File: src/rtl/wbr_pkg.sv
package wbr_pkg;
  // Cycle-type codes carried on cti_i
  localparam logic [2:0] CTI_CLASSIC = 3'b000;
  localparam logic [2:0] CTI_CONST   = 3'b001;
  localparam logic [2:0] CTI_INCR    = 3'b010;
  localparam logic [2:0] CTI_LAST    = 3'b111;

  // Burst-extension codes carried on bte_i
  localparam logic [1:0] BTE_LINEAR  = 2'b00;
  localparam logic [1:0] BTE_WRAP4   = 2'b01;
  localparam logic [1:0] BTE_WRAP8   = 2'b10;
  localparam logic [1:0] BTE_WRAP16  = 2'b11;

  // True when the beat announces that another beat follows
  function automatic logic burst_continues(input logic [2:0] cti);
    return (cti == CTI_INCR) || (cti == CTI_CONST);
  endfunction
endpackage

File: src/rtl/wbr_addr_gen.sv
module wbr_addr_gen
  import wbr_pkg::*;
#(
  parameter int ADDR_W = 6
) (
  input  logic [ADDR_W-1:0] cur_adr_i,
  input  logic [2:0]        cti_i,
  input  logic [1:0]        bte_i,
  output logic [ADDR_W-1:0] nxt_adr_o
);
  localparam logic [ADDR_W-1:0] ONE  = ADDR_W'(1);
  localparam logic [ADDR_W-1:0] M4   = ADDR_W'(3);
  localparam logic [ADDR_W-1:0] M8   = ADDR_W'(7);
  localparam logic [ADDR_W-1:0] M16  = ADDR_W'(15);

  logic [ADDR_W-1:0] count_mask;
  logic [ADDR_W-1:0] bumped;

  // Bits inside the mask count; bits outside stay fixed
  always_comb begin
    unique case (bte_i)
      BTE_WRAP4:  count_mask = M4;
      BTE_WRAP8:  count_mask = M8;
      BTE_WRAP16: count_mask = M16;
      default:    count_mask = '1;
    endcase
  end

  assign bumped = cur_adr_i + ONE;

  always_comb begin
    if (cti_i == CTI_INCR)
      nxt_adr_o = (cur_adr_i & ~count_mask) | (bumped & count_mask);
    else
      nxt_adr_o = cur_adr_i;
  end
endmodule

File: src/rtl/wbr_ack_ctrl.sv
module wbr_ack_ctrl
  import wbr_pkg::*;
(
  input  logic       clk,
  input  logic       rst_n,
  input  logic       cyc_i,
  input  logic       stb_i,
  input  logic [2:0] cti_i,
  output logic       ack_o,
  output logic       advance_o
);
  logic ack_q;
  logic req;
  logic cont;

  assign req       = cyc_i & stb_i;
  assign cont      = burst_continues(cti_i);
  assign ack_o     = ack_q & req;
  // A completing beat that promises a successor moves the read address on
  assign advance_o = ack_o & cont;

  // Arm the acknowledge for a fresh request, or keep it armed while a
  // completing beat says the burst goes on.
  always_ff @(posedge clk or negedge rst_n) begin
    if (!rst_n) ack_q <= 1'b0;
    else        ack_q <= req & (~ack_o | cont);
  end
endmodule

File: src/rtl/wbr_lane_ram.sv
module wbr_lane_ram #(
  parameter int ADDR_W = 6,
  parameter int LANES  = 4
) (
  input  logic                 clk,
  input  logic                 rst_n,
  input  logic                 wr_en_i,
  input  logic [ADDR_W-1:0]    wr_adr_i,
  input  logic [LANES-1:0]     sel_i,
  input  logic [8*LANES-1:0]   wr_dat_i,
  input  logic [ADDR_W-1:0]    rd_adr_i,
  output logic [8*LANES-1:0]   rd_dat_o
);
  localparam int DEPTH = 1 << ADDR_W;

  for (genvar g = 0; g < LANES; g++) begin : g_lane
    logic [7:0] mem [DEPTH];
    logic [7:0] rd_q;

    always_ff @(posedge clk) begin
      if (wr_en_i && sel_i[g]) mem[wr_adr_i] <= wr_dat_i[8*g +: 8];
    end

    always_ff @(posedge clk or negedge rst_n) begin
      if (!rst_n) rd_q <= 8'h00;
      else        rd_q <= mem[rd_adr_i];
    end

    assign rd_dat_o[8*g +: 8] = rd_q;
  end
endmodule

File: src/rtl/wbr_burst_ram.sv
module wbr_burst_ram #(
  parameter int ADDR_W = 6,
  parameter int DATA_W = 32
) (
  input  logic                  clk,
  input  logic                  rst_n,
  input  logic                  cyc_i,
  input  logic                  stb_i,
  input  logic                  we_i,
  input  logic [ADDR_W-1:0]     adr_i,
  input  logic [DATA_W/8-1:0]   sel_i,
  input  logic [DATA_W-1:0]     dat_i,
  input  logic [2:0]            cti_i,
  input  logic [1:0]            bte_i,
  output logic                  ack_o,
  output logic [DATA_W-1:0]     dat_o
);
  localparam int LANES = DATA_W / 8;

  logic              ack_w;
  logic              advance_w;
  logic [ADDR_W-1:0] nxt_adr;
  logic [ADDR_W-1:0] rd_adr;

  wbr_ack_ctrl u_ctrl (
    .clk       (clk),
    .rst_n     (rst_n),
    .cyc_i     (cyc_i),
    .stb_i     (stb_i),
    .cti_i     (cti_i),
    .ack_o     (ack_w),
    .advance_o (advance_w)
  );

  wbr_addr_gen #(.ADDR_W(ADDR_W)) u_agen (
    .cur_adr_i (adr_i),
    .cti_i     (cti_i),
    .bte_i     (bte_i),
    .nxt_adr_o (nxt_adr)
  );

  // Read ahead: the beat completing now already names its successor
  assign rd_adr = advance_w ? nxt_adr : adr_i;

  wbr_lane_ram #(.ADDR_W(ADDR_W), .LANES(LANES)) u_ram (
    .clk      (clk),
    .rst_n    (rst_n),
    .wr_en_i  (ack_w & we_i),
    .wr_adr_i (adr_i),
    .sel_i    (sel_i),
    .wr_dat_i (dat_i),
    .rd_adr_i (rd_adr),
    .rd_dat_o (dat_o)
  );

  assign ack_o = ack_w;
endmodule

File: config.mk
export PLATFORM = sky130hd
export DESIGN_NAME = wbr_burst_ram
export DESIGN_NICKNAME = d
export VERILOG_FILES = /design/src/rtl/wbr_pkg.sv /design/src/rtl/wbr_addr_gen.sv /design/src/rtl/wbr_ack_ctrl.sv /design/src/rtl/wbr_lane_ram.sv /design/src/rtl/wbr_burst_ram.sv
export SDC_FILE = /design/constraint.sdc
export NUM_CORES = 2
export LEC_CHECK = 0
export BUFFER_PORTS_ARGS = -buffer_cell sky130_fd_sc_hd__buf_2
export CORE_ASPECT_RATIO = 2
export CORE_MARGIN = 3
export CORE_UTILIZATION = 45
export DETAILED_ROUTE_END_ITERATION = 16
export PLACE_DENSITY_LB_ADDON = 0.1
export SLEW_MARGIN = 0
export SYNTH_ARGS = -nofsm -noshare
export SYNTH_HDL_FRONTEND = slang
export SYNTH_SLANG_ARGS = --single-unit
File: constraint.sdc
create_clock -name clk -period 4.87 [get_ports clk]
set_input_delay 0.974 -clock clk [delete_from_list [all_inputs] [get_ports clk]]
set_output_delay 0.974 -clock clk [all_outputs]
set_load 0.01 [all_outputs]
Word level (Yosys, flattened, before mapping)
Memory sizes are Yosys's and may differ from the RTL's. A register that Yosys moved wholly into a read port is not among the register bits.
Index checks and enable logic that the tools add are counted.
{"block": "word_totals", "ff_bits": 1, "mem_bits_rw": 2048, "in_bits": 52, "out_inout_bits": 33, "wordCells": 42, "n_memories": 4}
{"name": "u_ram.g_lane[0].mem", "words": 64, "width": 8, "read_ports": 1, "rd_clocked_by_memory_dff": 1, "write_ports": 1, "line": "wbr_lane_ram.sv:17", "text": "logic [7:0] mem [DEPTH];"}
{"name": "u_ram.g_lane[1].mem", "words": 64, "width": 8, "read_ports": 1, "rd_clocked_by_memory_dff": 1, "write_ports": 1, "line": "wbr_lane_ram.sv:17"}
{"name": "u_ram.g_lane[2].mem", "words": 64, "width": 8, "read_ports": 1, "rd_clocked_by_memory_dff": 1, "write_ports": 1, "line": "wbr_lane_ram.sv:17"}
{"name": "u_ram.g_lane[3].mem", "words": 64, "width": 8, "read_ports": 1, "rd_clocked_by_memory_dff": 1, "write_ports": 1, "line": "wbr_lane_ram.sv:17"}
{"block": "classes", "n_addsub": 1, "n_eq_ne": 5, "n_mux": 11, "n_bitwise": 11, "reduce_logical": 9}
{"op": "6-bit one-hot mux with 3 select lines", "n": 1}
{"op": "6-bit bitwise AND", "n": 2}
{"op": "6-bit 2-to-1 mux", "n": 2}
{"op": "1-bit 2-to-1 mux", "n": 8}
{"op": "6-bit by 1-bit adder with 6-bit output, second input constant", "n": 1}
{"op": "6-bit inverter", "n": 1}
{"op": "6-bit OR", "n": 1}
{"op": "1-bit bitwise AND", "n": 5}
{"op": "2-bit == test, second input constant", "n": 2}
{"op": "1-bit logical AND", "n": 4}
{"op": "1-bit zero test", "n": 4}
{"op": "3-bit by 1-bit == test with 1-bit output, second input constant", "n": 1}
{"op": "3-bit by 2-bit == test with 1-bit output, second input constant", "n": 1}
{"op": "2-bit by 1-bit == test with 1-bit output, second input constant", "n": 1}
{"op": "1-bit logical OR", "n": 1}
{"op": "1-bit inverter", "n": 1}
{"op": "1-bit OR", "n": 1}

Longest topological paths before layout
{"block": "depth", "word_depth": 7, "ltp_mapped": 14}

By module
Synthesis repeated with hierarchy kept, for this count alone.
{"block": "hier_totals", "hier_cells": 3640, "area_unflattened_um2": 80415.9}
{"module": "wbr_lane_ram", "n_inst": 1, "cells_each": 3607, "area_each_um2": 80078.1}
{"module": "wbr_addr_gen", "n_inst": 1, "cells_each": 18, "area_each_um2": 158.9}
{"module": "wbr_burst_ram", "n_inst": 1, "cells_each": 8, "area_each_um2": 107.6}
{"module": "wbr_ack_ctrl", "n_inst": 1, "cells_each": 7, "area_each_um2": 71.3}

Worst setup path after synthesis
OpenSTA, ideal clock, no wires.
{"block": "synth_path", "path_kind": "input -> register", "start": "input adr_i[0]", "end": "register u_ram.g_lane[0].rd_q[3] (read register of u_ram.g_lane[0].mem)", "arrival_ns": 3.741, "required_time_ns": 4.731, "path_slack_ns": 0.991, "cell_stages": 11, "n_path_buf": 3, "cell_sequence": "ha_1 buf_2 nor4bb_1 nand2_1 nand2_1 clkbuf_1 buf_1 mux4_2 a32oi_1 o211ai_1 or4_1"}
{"block": "synth_between", "elab_chain_len": 5, "elab_cells_between_ends": 6, "classes_between": "add/sub: 1; mux: 2; bitwise: 3"}
{"item": "start: declaration", "line": "wbr_burst_ram.sv:10", "text": "input logic [ADDR_W-1:0] adr_i,"}
{"item": "6-bit by 1-bit adder with 6-bit output", "line": "wbr_addr_gen.sv:29", "text": "assign bumped = cur_adr_i + ONE;"}
{"item": "6-bit bitwise AND", "line": "wbr_addr_gen.sv:33", "text": "nxt_adr_o = (cur_adr_i & ~count_mask) | (bumped & count_mask);"}
{"item": "6-bit OR", "line": "wbr_addr_gen.sv:33"}
{"item": "6-bit 2-to-1 mux", "line": "wbr_addr_gen.sv:32", "text": "if (cti_i == CTI_INCR)"}
{"item": "6-bit 2-to-1 mux *", "line": "wbr_burst_ram.sv:43", "text": "assign rd_adr = advance_w ? nxt_adr : adr_i;"}
{"item": "end: declaration", "line": "wbr_lane_ram.sv:18", "text": "logic [7:0] rd_q;"}
Every way passes the cells marked *; elsewhere a longest branch is shown, timed or not.

Worst setup path in the final report
{"block": "layout_path", "start": "input adr_i[0]", "end": "register u_ram.g_lane[2].rd_q[1] (read register of u_ram.g_lane[2].mem)"}
{"block": "layout_between", "elab_chain_len": 5, "elab_cells_between_ends": 6, "classes_between": "add/sub: 1; mux: 2; bitwise: 3"}
{"item": "6-bit by 1-bit adder with 6-bit output", "line": "wbr_addr_gen.sv:29"}
{"item": "6-bit bitwise AND", "line": "wbr_addr_gen.sv:33"}
{"item": "6-bit OR", "line": "wbr_addr_gen.sv:33"}
{"item": "6-bit 2-to-1 mux", "line": "wbr_addr_gen.sv:32"}
{"item": "6-bit 2-to-1 mux *", "line": "wbr_burst_ram.sv:43"}
{"item": "end: declaration", "line": "wbr_lane_ram.sv:18"}
Marks and branches as above.

==> metrics.yaml <==
global_routing:
  track_usage_pct: 28.85
  antenna_found_initial: 24
  grt_overflow: 0
  grt_max_degree: 123
  grt_pass1_wl_mm: 375.8
  grt_pass1_vias: 47320
die:
  start_util_pct: 45.41
  core_sq_mm: 0.1803
  die_area_sq_mm: 0.1874
  die_w_um: 307.6
  ios: 85
  die_h_um: 609.2
  rows: 220
clock_tree:
  hold_buffers: 0
  clk_latency_ns: 0.83
  root_buffer: "clkbuf_16"
  cts_resized: 0
  tritoncts: "done"
  h-tree-depth: 4
  cts.clk_slew.worst_paths_ns: 0.07
  numCtsBuffers: 188
  cts_sinks: 2081
  clockBufferDepth: 4
  post_cts.repair.setup_buffers: 0
timing:
  grt_setup_unrepaired: "no"
  finalMaxSlewViolations: 4
  hold_violations: 0
  fmax_mhz: 239.9
  setup-tns-final_ns: 0
  setup_viol: 0
  slew_headroom_pct: -7.706
  fin_hold_ws_ns: 0.2709
  fin_ws_ns: 0.7014
  fin_crit_ns: 4.169
  worst_pin_slew_ns: 1.602
  fin_worst_skew_ns: 0.03847
  finalCritPeriodShare_pct: 85.60
worst_setup_path:
  crit_top_cell: "buf_4"
  crit_family: "compound AO/OA/AOI/OAI gates"
  cpPeakStageDelay_ns: 0.73
  crit_arrival_ns: 4.80
  crit_buf_inv: 4
  cp_max_fo: 11
  crit_path_start_kind: "input port"
  cp-end-kind: "register"
  cp.required_ns: 5.50
  critPathSlowestCell: "a311oi_1"
  worstSetupPathType: "input port to register"
  crit_chain: "buf_2, ha_1, nor4bb_1, buf_4, and2_1, a22oi_2, buf_12, buf_4, o22ai_1, o211ai_1, a311oi_1"
synthesis:
  syn_area_sq_mm: 0.08188
  synth_top_family_by_area: "multiplexers"
  syn_inst: 4642
  yosysSeqAreaShare_pct: 76.12
  muxShareOfSynthArea_pct: 8.434
  ys_seq_elements: 2081
  synthAdderAreaFrac_pct: 0.04584
  ys.flop_type: "edfxtp_1"
  synth_edf_count: 2048
  synth_compound_area_share_pct: 6.377
  synthXorXnorAreaFrac_pct: 0.09474
  yosys_warnings: 0
  yosysUniqueCellTypes: 67
  synth.area.top_cells: "edfxtp_1 75%, mux4_2 6.6%, a211oi_1 3.3%"
  yosysTopAreaCellShare_pct: 75.11
  synth_common_cells: "2,048 x edfxtp_1, 390 x and3_1, 363 x a211oi_1, 274 x nor2_1, 265 x nand2_1"
  synth_area_per_cell_sq_um: 17.64
  async_flop_share_pct: 1.586
  yosysMostFrequentCell: "edfxtp_1"
  yosys.area.top_type: "edfxtp_1"
  synth_simple_gate_area_share_pct: 7.188
  syn_nets: 4697
place:
  gp_congestion: 0.9162
  io_buffers: 84
  pre_cts_ws_ns: -0.09801
  dpl.hpwl_mm: 184.6
routing:
  drt_wl_total_mm: 271.6
  drc: 0
  dr.first_iter.drc_count: 5029
  detail_route.first_pass.iterations: 6
  ant_nets: 0
  wl_per_cell_um: 36.06
  vias: 47220
  vias_per_cell: 6.269
power:
  power_uw: 36980
  p_sw_share_pct: 21.70
  leakagePower_uw: 0.03109
  clock_power_share_pct: 40.9
  p_switching_uw: 8026
  p_comb_share_pct: 5.6
  ir_drop_mv: 0.2998
  p_int_uw: 28960
  power_frac_seq_pct: 53.5
  p_per_area_mw_per_mm2: 391.6
finish:
  drive_above_1_share_pct: 21.18
  fill_cells: 14420
  nNetsFinal: 5101
  area_delta_synth_final_pct: 15.34
run:
  cap_violations: 1
outcome:
  violations: "capacitance limit, slew limit"
  status: "finished, violations left"
worst_hold_path:
  hp-class: "input port to async pin"
==> registers in the layout, indices dropped and copies added, names as in the netlist <==
name,count
u_ctrl.ack_q,1
u_ram.g_lane.rd_q,32
u_ram.g_lane.mem,2048
==> cells by family after synthesis <==
group,after synthesis
buffers and inverters,339
AOI/OAI and AO/OA,680
adders and majority gates,3
muxes,391
xor gates and xnor gates,8
and+or+nand+nor,1140
DFF,2081
==> per-stage QoR <==
| stage | area [sq um] | std cells | util, % |
|---|---|---|---|
| 2_1_floorplan | 81880 | 4642 | - |
| 3_3_place_gp | 88280 | 7187 | 48.97 |
| 3_5_place_dp | 88280 | 7187 | 48.97 |
| 4_1_cts | 94420 | 7524 | 52.37 |
| 5_1_grt | 94420 | 7526 | 52.37 |
| 6_report | 94440 | 7533 | 52.38 |
==> power by group through the flow <==
stage	clock, uW	combinational [uW]	sequential, uW
after floorplan	0	923	20100
after global routing	16000	2190	19800
after global placement	0	2080	20200
after CTS	15300	2100	19800
after detailed placement	0	2100	20200
final	15100	2090	19800
==> cell usage in the layout (no fill, tap or decap), drive strengths merged, types with 6 or more instances in the layout <==
cell,instances
edfxtp,2048
a21oi,12
a22oi,87
nand2,265
nor2,275
nand3,52
bufinv,21
clkinv,58
a22o,34
and3,390
inv,7
a2111oi,32
mux2i,151
diode,9
clkbuf,250
buf,548
nand4,8
mux4,239
a32oi,67
nor3b,6
or4,57
nor4,53
nor3,14
o21ai,26
a21boi,6
dfrtp,33
clkinvlp,6
a211oi,364
o211ai,28
==> area by class of cell <==
type	instances	area [sq um]	share of cell area, %
Clock inverter	87	968.4	1.025
Multi-Input combinational cell	2222	18420	19.50
Tap cell	2331	2917	3.088
Timing Repair Buffer	548	4607	4.878
Clock buffer	250	5165	5.469
Inverter	5	18.77	0.01987
Antenna cell	9	22.52	0.02385
Sequential cell	2081	62320	65.99
==> metal layers <==
metal | global-route usage (%) | vias to the layer above | part of all wire (%)
met5 | 0 | - | 0.0088
met4 | 16.11 | 4 | 6.9
met3 | 4.161 | 546 | 6.1
met2 | 50.83 | 1938 | 52
met1 | 33.76 | 24990 | 35
li1 | - | 19750 | -
==> worst paths after layout <==
| kind | from | end | slack (ns) | depth (start not counted) |
|---|---|---|---|---|
| max | adr_i[0] | u_ram.g_lane[2].rd_q[1] | 0.70 | 11 |
| min | rst_n | u_ram.g_lane[3].rd_q[0] | 0.27 | 1 |
| max reg2reg | u_ctrl.ack_q | u_ram.g_lane[2].rd_q[1] | 0.97 | 10 |
| min reg2reg | u_ctrl.ack_q | u_ctrl.ack_q | 0.62 | 2 |
| max in group asynchronous | rst_n | u_ram.g_lane[2].rd_q[0] | 3.90 | 1 |
| min in group clk | stb_i | u_ctrl.ack_q | 0.42 | 2 |
No activity file was read; power rests on OpenSTA's default activity.
